$ cat config.mk
export PLATFORM = sky130hd
export DESIGN_NAME = bdsc_unit
export DESIGN_NICKNAME = d
export VERILOG_FILES = /design/src/rtl/bdsc_unit.sv
export SDC_FILE = /design/constraint.sdc
export NUM_CORES = 1
export LEC_CHECK = 0
export ABC_AREA = 1
export BUFFER_PORTS_ARGS = -buffer_cell sky130_fd_sc_hd__buf_4
export CORE_ASPECT_RATIO = 0.75
export CORE_MARGIN = 3
export CORE_UTILIZATION = 55
export DETAILED_ROUTE_END_ITERATION = 10
export GPL_ROUTABILITY_DRIVEN = 0
export PLACE_DENSITY = 0.72
export SYNTH_ARGS = -nofsm -noshare
export SYNTH_HDL_FRONTEND = slang
export SYNTH_SLANG_ARGS = --single-unit
$ cat constraint.sdc
create_clock -name clk -period 5.16 [get_ports clk]
set_input_delay 0.258 -clock clk [delete_from_list [all_inputs] [get_ports clk]]
set_output_delay 0.258 -clock clk [all_outputs]
set_load 0.03 [all_outputs]
$ cat src/rtl/bdsc_unit.sv
module bdsc_unit #(
  parameter int NCH   = 3,
  parameter int KTAPS = 9,
  parameter int NOUT  = 18,
  parameter int TW    = 8,
  localparam int NADDR = NCH + 2 * NOUT,
  localparam int ADW   = $clog2(NADDR),
  localparam int WD    = (TW > KTAPS) ? TW : KTAPS
) (
  input  logic                   clk,
  input  logic                   rst_n,
  input  logic                   cfg_we,
  input  logic [ADW-1:0]         cfg_addr,
  input  logic [WD-1:0]          cfg_wdata,
  input  logic                   start,
  input  logic [NCH*KTAPS-1:0]   patch_in,
  output logic                   done,
  output logic [NOUT-1:0]        feat_out
);
  localparam int CW   = $clog2(KTAPS + 1);
  localparam int SW   = $clog2(NCH * KTAPS + 1) + 1;
  localparam int CMPW = ((SW > TW) ? SW : TW) + 1;
  localparam int PW_BASE  = NCH;
  localparam int THR_BASE = NCH + NOUT;

  logic [KTAPS-1:0]     dw_k  [NCH];
  logic [NCH-1:0]       pw_k  [NOUT];
  logic signed [TW-1:0] thr_k [NOUT];

  logic [CW-1:0] cnt_d [NCH];
  logic [CW-1:0] cnt_q [NCH];
  logic          stage_v;
  logic [SW-1:0] sum_d [NOUT];
  logic [NOUT-1:0] hit_d;

  always_ff @(posedge clk or negedge rst_n) begin
    if (!rst_n) begin
      for (int c = 0; c < NCH; c++) dw_k[c] <= '0;
      for (int o = 0; o < NOUT; o++) begin
        pw_k[o]  <= '0;
        thr_k[o] <= '0;
      end
    end else if (cfg_we) begin
      for (int c = 0; c < NCH; c++)
        if (cfg_addr == ADW'(c)) dw_k[c] <= cfg_wdata[KTAPS-1:0];
      for (int o = 0; o < NOUT; o++) begin
        if (cfg_addr == ADW'(PW_BASE + o))  pw_k[o]  <= cfg_wdata[NCH-1:0];
        if (cfg_addr == ADW'(THR_BASE + o)) thr_k[o] <= cfg_wdata[TW-1:0];
      end
    end
  end

  always_comb begin
    for (int c = 0; c < NCH; c++) begin
      cnt_d[c] = '0;
      for (int t = 0; t < KTAPS; t++)
        cnt_d[c] = cnt_d[c] + CW'(patch_in[c*KTAPS + t] & dw_k[c][t]);
    end
  end

  always_ff @(posedge clk or negedge rst_n) begin
    if (!rst_n) begin
      stage_v <= 1'b0;
      for (int c = 0; c < NCH; c++) cnt_q[c] <= '0;
    end else begin
      stage_v <= start;
      if (start)
        for (int c = 0; c < NCH; c++) cnt_q[c] <= cnt_d[c];
    end
  end

  always_comb begin
    for (int o = 0; o < NOUT; o++) begin
      sum_d[o] = '0;
      for (int c = 0; c < NCH; c++)
        if (pw_k[o][c]) sum_d[o] = sum_d[o] + SW'(cnt_q[c]);
      hit_d[o] = $signed({{(CMPW-SW){1'b0}}, sum_d[o]}) >
                 $signed({{(CMPW-TW){thr_k[o][TW-1]}}, thr_k[o]});
    end
  end

  always_ff @(posedge clk or negedge rst_n) begin
    if (!rst_n) begin
      done     <= 1'b0;
      feat_out <= '0;
    end else begin
      done <= stage_v;
      if (stage_v) feat_out <= hit_d;
    end
  end
endmodule


# --- After elaboration in Yosys (flattened, before gate mapping) ---
# Cells that the tools add are included.
totals:
  output_inout_bits: 19
  reg_bits: 257
  word_cells: 282
op_classes:
  bitwise_logic: 27
  reduce_logical: 40
  add_sub_neg: 60
  muxes: 54
  n_lt_le_gt_ge: 18
  eq_ne: 38
op_table:
  columns: ["cell", "n"]
  rows:
  - ["6-bit by 4-bit adder with 6-bit output", 36]
  - ["6-bit two-way mux", 36]
  - ["7-bit by 8-bit > comparator with 1-bit output", 18]
  - ["6-bit by 5-bit equality test with 1-bit output (second input constant)", 16]
  - ["2-bit AND reduction", 39]
  - ["4-bit two-way mux", 18]
  - ["4-bit by 1-bit adder with 4-bit output", 15]
  - ["6-bit by 4-bit equality test with 1-bit output (second input constant)", 8]
  - ["6-bit equality test (second input constant)", 7]
  - ["1-bit AND", 27]
  - ["6-bit by 3-bit equality test with 1-bit output (second input constant)", 4]
  - ["3-bit by 1-bit adder with 4-bit output", 3]
  - ["6-bit by 2-bit equality test with 1-bit output (second input constant)", 2]
  - ["2-bit by 1-bit adder with 3-bit output", 3]
  - ["1-bit by 1-bit adder with 2-bit output", 3]
  - ["6-bit by 1-bit equality test with 1-bit output (second input constant)", 1]
  - ["6-bit logical NOT", 1]

# --- Logic depth before layout (Yosys ltp) ---
depth:
  ltp_word: 9
  mapped_depth: 26
  depth_no_buf: 24

# --- Least setup slack after synthesis ---
# No wires, ideal clock.
synth_timing:
  kind: "register to register"
  start: "reg cnt_q[5] (netlist bit)"
  end: "reg feat_out[11]"
  path_buffers: 0
  period_less_slack_ns: 3.898
  t_arrival_ns: 3.780
  path_stages_with_launch: 22
  slack_ns: 1.262
  cell_sequence: "dfrtp_1 > inv_1 > fa_1 > inv_1 > nand3_1 > nand3_1 > o21ai_0 > ha_1 > a21oi_1 > nand2_1 > or2_2 > nand3_1 > nand2_1 > ha_1 > nand2_1 > inv_1 > nand2_1 > nand2_1 > nand2_1 > nand3_1 > nand3_1 > nand2_1"
synth_between:
  elab_chain_cells: 5
synth_lines:
  columns: ["item", "line_no", "text"]
  rows:
  - ["start: declaration", "31", "logic [CW-1:0] cnt_q [NCH];"]
  - ["6-bit by 4-bit adder with 6-bit output *", "76", "if (pw_k[o][c]) sum_d[o] = sum_d[o] + SW'(cnt_q[c]);"]
  - ["6-bit two-way mux *", "76", null]
  - ["6-bit by 4-bit adder with 6-bit output", "76", null]
  - ["6-bit two-way mux *", "76", null]
  - ["7-bit by 8-bit > comparator with 1-bit output *", "77", "hit_d[o] = $signed({{(CMPW-SW){1'b0}}, sum_d[o]}) >"]
  - ["end signal: assignment", "88", "if (stage_v) feat_out <= hit_d;"]
  - ["end: declaration", "18", "output logic [NOUT-1:0] feat_out"]
# Every way passes the cells marked *; elsewhere a longest branch is shown, timed or not.
# A chain may end at the register's enable or synchronous reset.

# --- Worst setup path in the final report ---
layout_timing:
  start: "reg cnt_q[8] (netlist bit)"
  end: "reg feat_out[15]"
layout_between:
  elab_chain_cells: 6
layout_lines:
  columns: ["item", "line_no"]
  rows:
  - ["4-bit two-way mux *", "76"]
  - ["6-bit by 4-bit adder with 6-bit output", "76"]
  - ["6-bit two-way mux *", "76"]
  - ["6-bit by 4-bit adder with 6-bit output", "76"]
  - ["6-bit two-way mux *", "76"]
  - ["7-bit by 8-bit > comparator with 1-bit output *", "77"]
# Marked as above.

==> impl_metrics.py <==
metrics = {
    "global_routing": {
        "overflow": 0,
        "grt_usage_pct": 27.9,
        "antenna_found_initial": 2,
        "grt_max_degree": 156,
        "grt_pass1_vias": 17900,
        "grt_pass1_wl_um": 90900,
    },
    "clock_network": {
        "cts.sinks": 257,
        "cts_htree_levels": 1,
        "cts_tree": "done",
        "clk_path_buf_depth": 3,
        "root_buffer": "clkbuf_16",
        "path_clk_slew_ns": 0.06,
        "cts_resized": 0,
        "worstSkewPairLatency_ns": 0.57,
        "numCtsBuffers": 29,
    },
    "min_path": {
        "holdPathStages": 6,
        "hold_path.class": "input port to flip-flop",
        "min_to": "cnt_q[4]",
        "min_from": "patch_in[11]",
    },
    "sta": {
        "min_period_ns": 3.82,
        "setup_viol": 0,
        "worst_slew_pin_slew_ns": 1.01,
        "slew_headroom_pct": 32.3,
        "hold_violations": 0,
        "slew_violations": 0,
        "rsz0062_at_grt": "false",
        "hold_slack_ns": 0.168,
        "setup-tns-final_ns": 0,
        "finClkSkew_ns": 0.0142,
        "min_period_over_period_pct": 74.0,
        "fmax_mhz": 262,
    },
    "die": {
        "die_area_um2": 40100,
        "coreArea_um2": 36600,
        "start_util_pct": 56.8,
        "die_h_um": 174,
        "placementRows": 60,
        "io_pins": 65,
        "fp.dieW_um": 230,
    },
    "yosys": {
        "netlist_area_um2": 20800,
        "synth-seq-cells": 257,
        "postSynthAreaPerCell_um2": 7.08,
        "synthTopCellsByArea": "dfrtp_1 31%, nand2_1 19%, ha_1 14%",
        "yosysWarnings": 0,
        "synthDistinctLibCells": 30,
        "syn_inst": 2930,
        "synth_top_cell_by_area": "dfrtp_1",
        "syn_nets": 3267,
        "ys_seq_area_share_pct": 31.0,
        "synth_top_area_share_pct": 31.0,
    },
    "power": {
        "peakVddDrop_v": 0.000300,
        "p_total_mw": 7.07,
        "p_leak_nw": 12.8,
        "pwr_density_cell_nw_per_um2": 313,
    },
    "worst_setup_path": {
        "crit_chain": "buf_4 -> nand2_1 -> inv_1 -> ha_1 -> inv_1 -> fa_1 -> inv_1 -> nand3_1 -> nand3_1 -> o21ai_0 -> ha_1 -> a21oi_1 -> nand2_1 -> or2_2 -> nand3_1 -> nand2_1 -> ha_1 -> a21oi_1 -> nand2_1 -> nand2_1 -> nand3_1 -> nand3_1 -> nand2_1",
        "arrival_ns": 4.27,
        "cp_top_family": "adder cells",
        "crit_top_cell": "nand2_1",
        "crit_type": "flip-flop to flip-flop",
        "cp.required_ns": 5.61,
        "endpoint_kind": "flip-flop",
        "reg2reg_slack_ns": 1.34,
        "startpoint_type": "flip-flop",
        "reg2reg_from": "cnt_q[8]",
        "cp_slowest_cell": "fa_1",
        "crit_buf_inv": 4,
        "reg2reg_depth": 23,
        "worstPathMaxFanout": 19,
        "max_stage_delay_ns": 0.40,
        "regToRegEndpoint": "feat_out[15]",
    },
    "layout": {
        "fin_nets": 3293,
        "area_growth_pct": 8.87,
        "num-fill-cells": 3319,
        "drive_gt1_share_pct": 5.68,
    },
    "outcome": {
        "outcome": "finished clean",
    },
    "flow_run": {
        "cap_violations": 0,
    },
    "detailed_routing": {
        "vias": 18700,
        "drt_iter0_markers": 1622,
        "routed_wl_um": 55500,
        "avgViaCountPerCell": 5.39,
        "drc": 0,
        "drtPass1Iterations": 6,
        "avgRoutedWirePerCell_um": 16.0,
        "final_antenna_net_count": 0,
    },
    "placement": {
        "place_hpwl_um": 37800,
        "port_buffers": 64,
    },
}
[where the power goes]
group / internal (mW) / leakage [nW] / switching, mW
Combinational: 0.885 / 8.93 / 1.46
Clock: 1.20 / 0.460 / 0.884
Sequential: 2.33 / 3.42 / 0.318
[worst reg2reg max path: stages, from the launching register on]
cell	delay (ns)
dfrtp_1	0.32
buf_4	0.31
nand2_1	0.13
inv_1	0.08
ha_1	0.17
inv_1	0.06
fa_1	0.40
inv_1	0.07
nand3_1	0.10
nand3_1	0.10
o21ai_0	0.15
ha_1	0.37
a21oi_1	0.16
nand2_1	0.08
or2_2	0.28
nand3_1	0.07
nand2_1	0.06
ha_1	0.30
a21oi_1	0.19
nand2_1	0.07
nand2_1	0.06
nand3_1	0.06
nand3_1	0.07
nand2_1	0.05
[timing repair]
item	CTS	global route
hold endpoints to repair	55	0
setup buffers	0	0
endpoints found under the setup margin	0	0
hold buffers	3	0
[layer usage]
layer / part of all wire (%) / wire length [um] / up-vias / track usage (%)
met2: 44 / 24300 / 617 / 44.3
li1: - / - / 9317 / -
met5: 0 / 0 / - / 0
met3: 7.6 / 4230 / 108 / 3.52
met4: 2.9 / 1600 / 0 / 8.18
met1: 46 / 25300 / 8681 / 40.1
[cells by family (layout without fill, tap and decap cells)]
family | Yosys count | in the layout | synth area share [%]
other | 0 | 2 | 0
XOR/XNOR | 21 | 21 | 0.886
flip-flops | 257 | 257 | 31.0
buffers and inverters | 543 | 590 | 10.3
AND/OR/NAND/NOR | 1439 | 1439 | 28.7
AO/OA/AOI/OAI | 361 | 361 | 8.90
adder cells (fa/ha/maj) | 291 | 291 | 19.4
multiplexers | 18 | 18 | 0.868
[metrics by stage]
step,util [%],instance area (um^2),setup slack [ns],instances
after floorplan,-,20800,1.26,2930
after detailed placement,59.1,21600,1.45,3418
after CTS,61.8,22600,1.40,3473
final,61.8,22600,1.34,3475
after global placement,59.1,21600,1.59,3418
after global routing,61.8,22600,1.01,3473
[Yosys cell counts]
cell type / number
a21boi_0: 8
a21oi_1: 47
and2_1: 18
and3_1: 18
buf_12: 1
buf_2: 25
buf_4: 3
buf_6: 5
clkbuf_1: 63
clkinv_1: 2
dfrtp_1: 257
fa_1: 51
ha_1: 240
inv_1: 443
inv_2: 1
mux2i_1: 18
nand2_1: 1059
nand2_2: 4
nand2_4: 5
nand3_1: 236
nand4_1: 18
nor2_1: 59
nor2_2: 1
nor2_4: 2
nor3b_4: 1
o21ai_0: 276
o21ai_1: 22
o21bai_1: 8
or2_2: 18
xor2_1: 21
[state kept, by name, indices dropped and copies added, names as in the netlist]
signal    flops
thr_k       144
pw_k         54
dw_k         27
feat_out     18
cnt_q        12
done          1
stage_v       1
[placed cells by master, fill, tap and decap left out, types with 6 or more instances in the layout]
| master | Yosys | routed |
|---|---|---|
| nand2_1 | 1059 | 1059 |
| inv_1 | 443 | 443 |
| o21ai_0 | 276 | 276 |
| dfrtp_1 | 257 | 256 |
| ha_1 | 240 | 240 |
| nand3_1 | 236 | 236 |
| buf_4 | 3 | 86 |
| nor2_1 | 59 | 59 |
| fa_1 | 51 | 51 |
| a21oi_1 | 47 | 47 |
| clkbuf_16 | 0 | 29 |
| o21ai_1 | 22 | 22 |
| xor2_1 | 21 | 21 |
| or2_2 | 18 | 18 |
| and2_1 | 18 | 18 |
| mux2i_1 | 18 | 18 |
| and3_1 | 18 | 18 |
| nand4_1 | 18 | 18 |
| o21bai_1 | 8 | 8 |
| a21boi_0 | 8 | 8 |
| clkinv_2 | 0 | 6 |
[final cells by class]
type	count	area, um^2	area share, %
Clock inverter	13	130	0.576
Antenna cell	2	5.00	0.0221
Clock buffer	39	813	3.60
Sequential cell	257	6430	28.5
Timing Repair Buffer	92	731	3.23
Tap cell	496	621	2.75
Multi-Input combinational cell	2130	12200	54.0
Inverter	446	1670	7.41
[how the worst max path moves through the flow]
stage	slack, ns	endpoint	cells past startpoint	start
4_1_cts	1.40	feat_out[15]	23	cnt_q[8]
6_report	1.34	feat_out[15]	23	cnt_q[8]
5_1_grt	1.01	feat_out[15]	25	cnt_q[8]
3_3_place_gp	1.59	feat_out[15]	23	cnt_q[8]
3_5_place_dp	1.45	feat_out[0]	25	cnt_q[8]
2_1_floorplan	1.26	feat_out[11]	21	cnt_q[5]
Power figures use the tool's default switching activity.
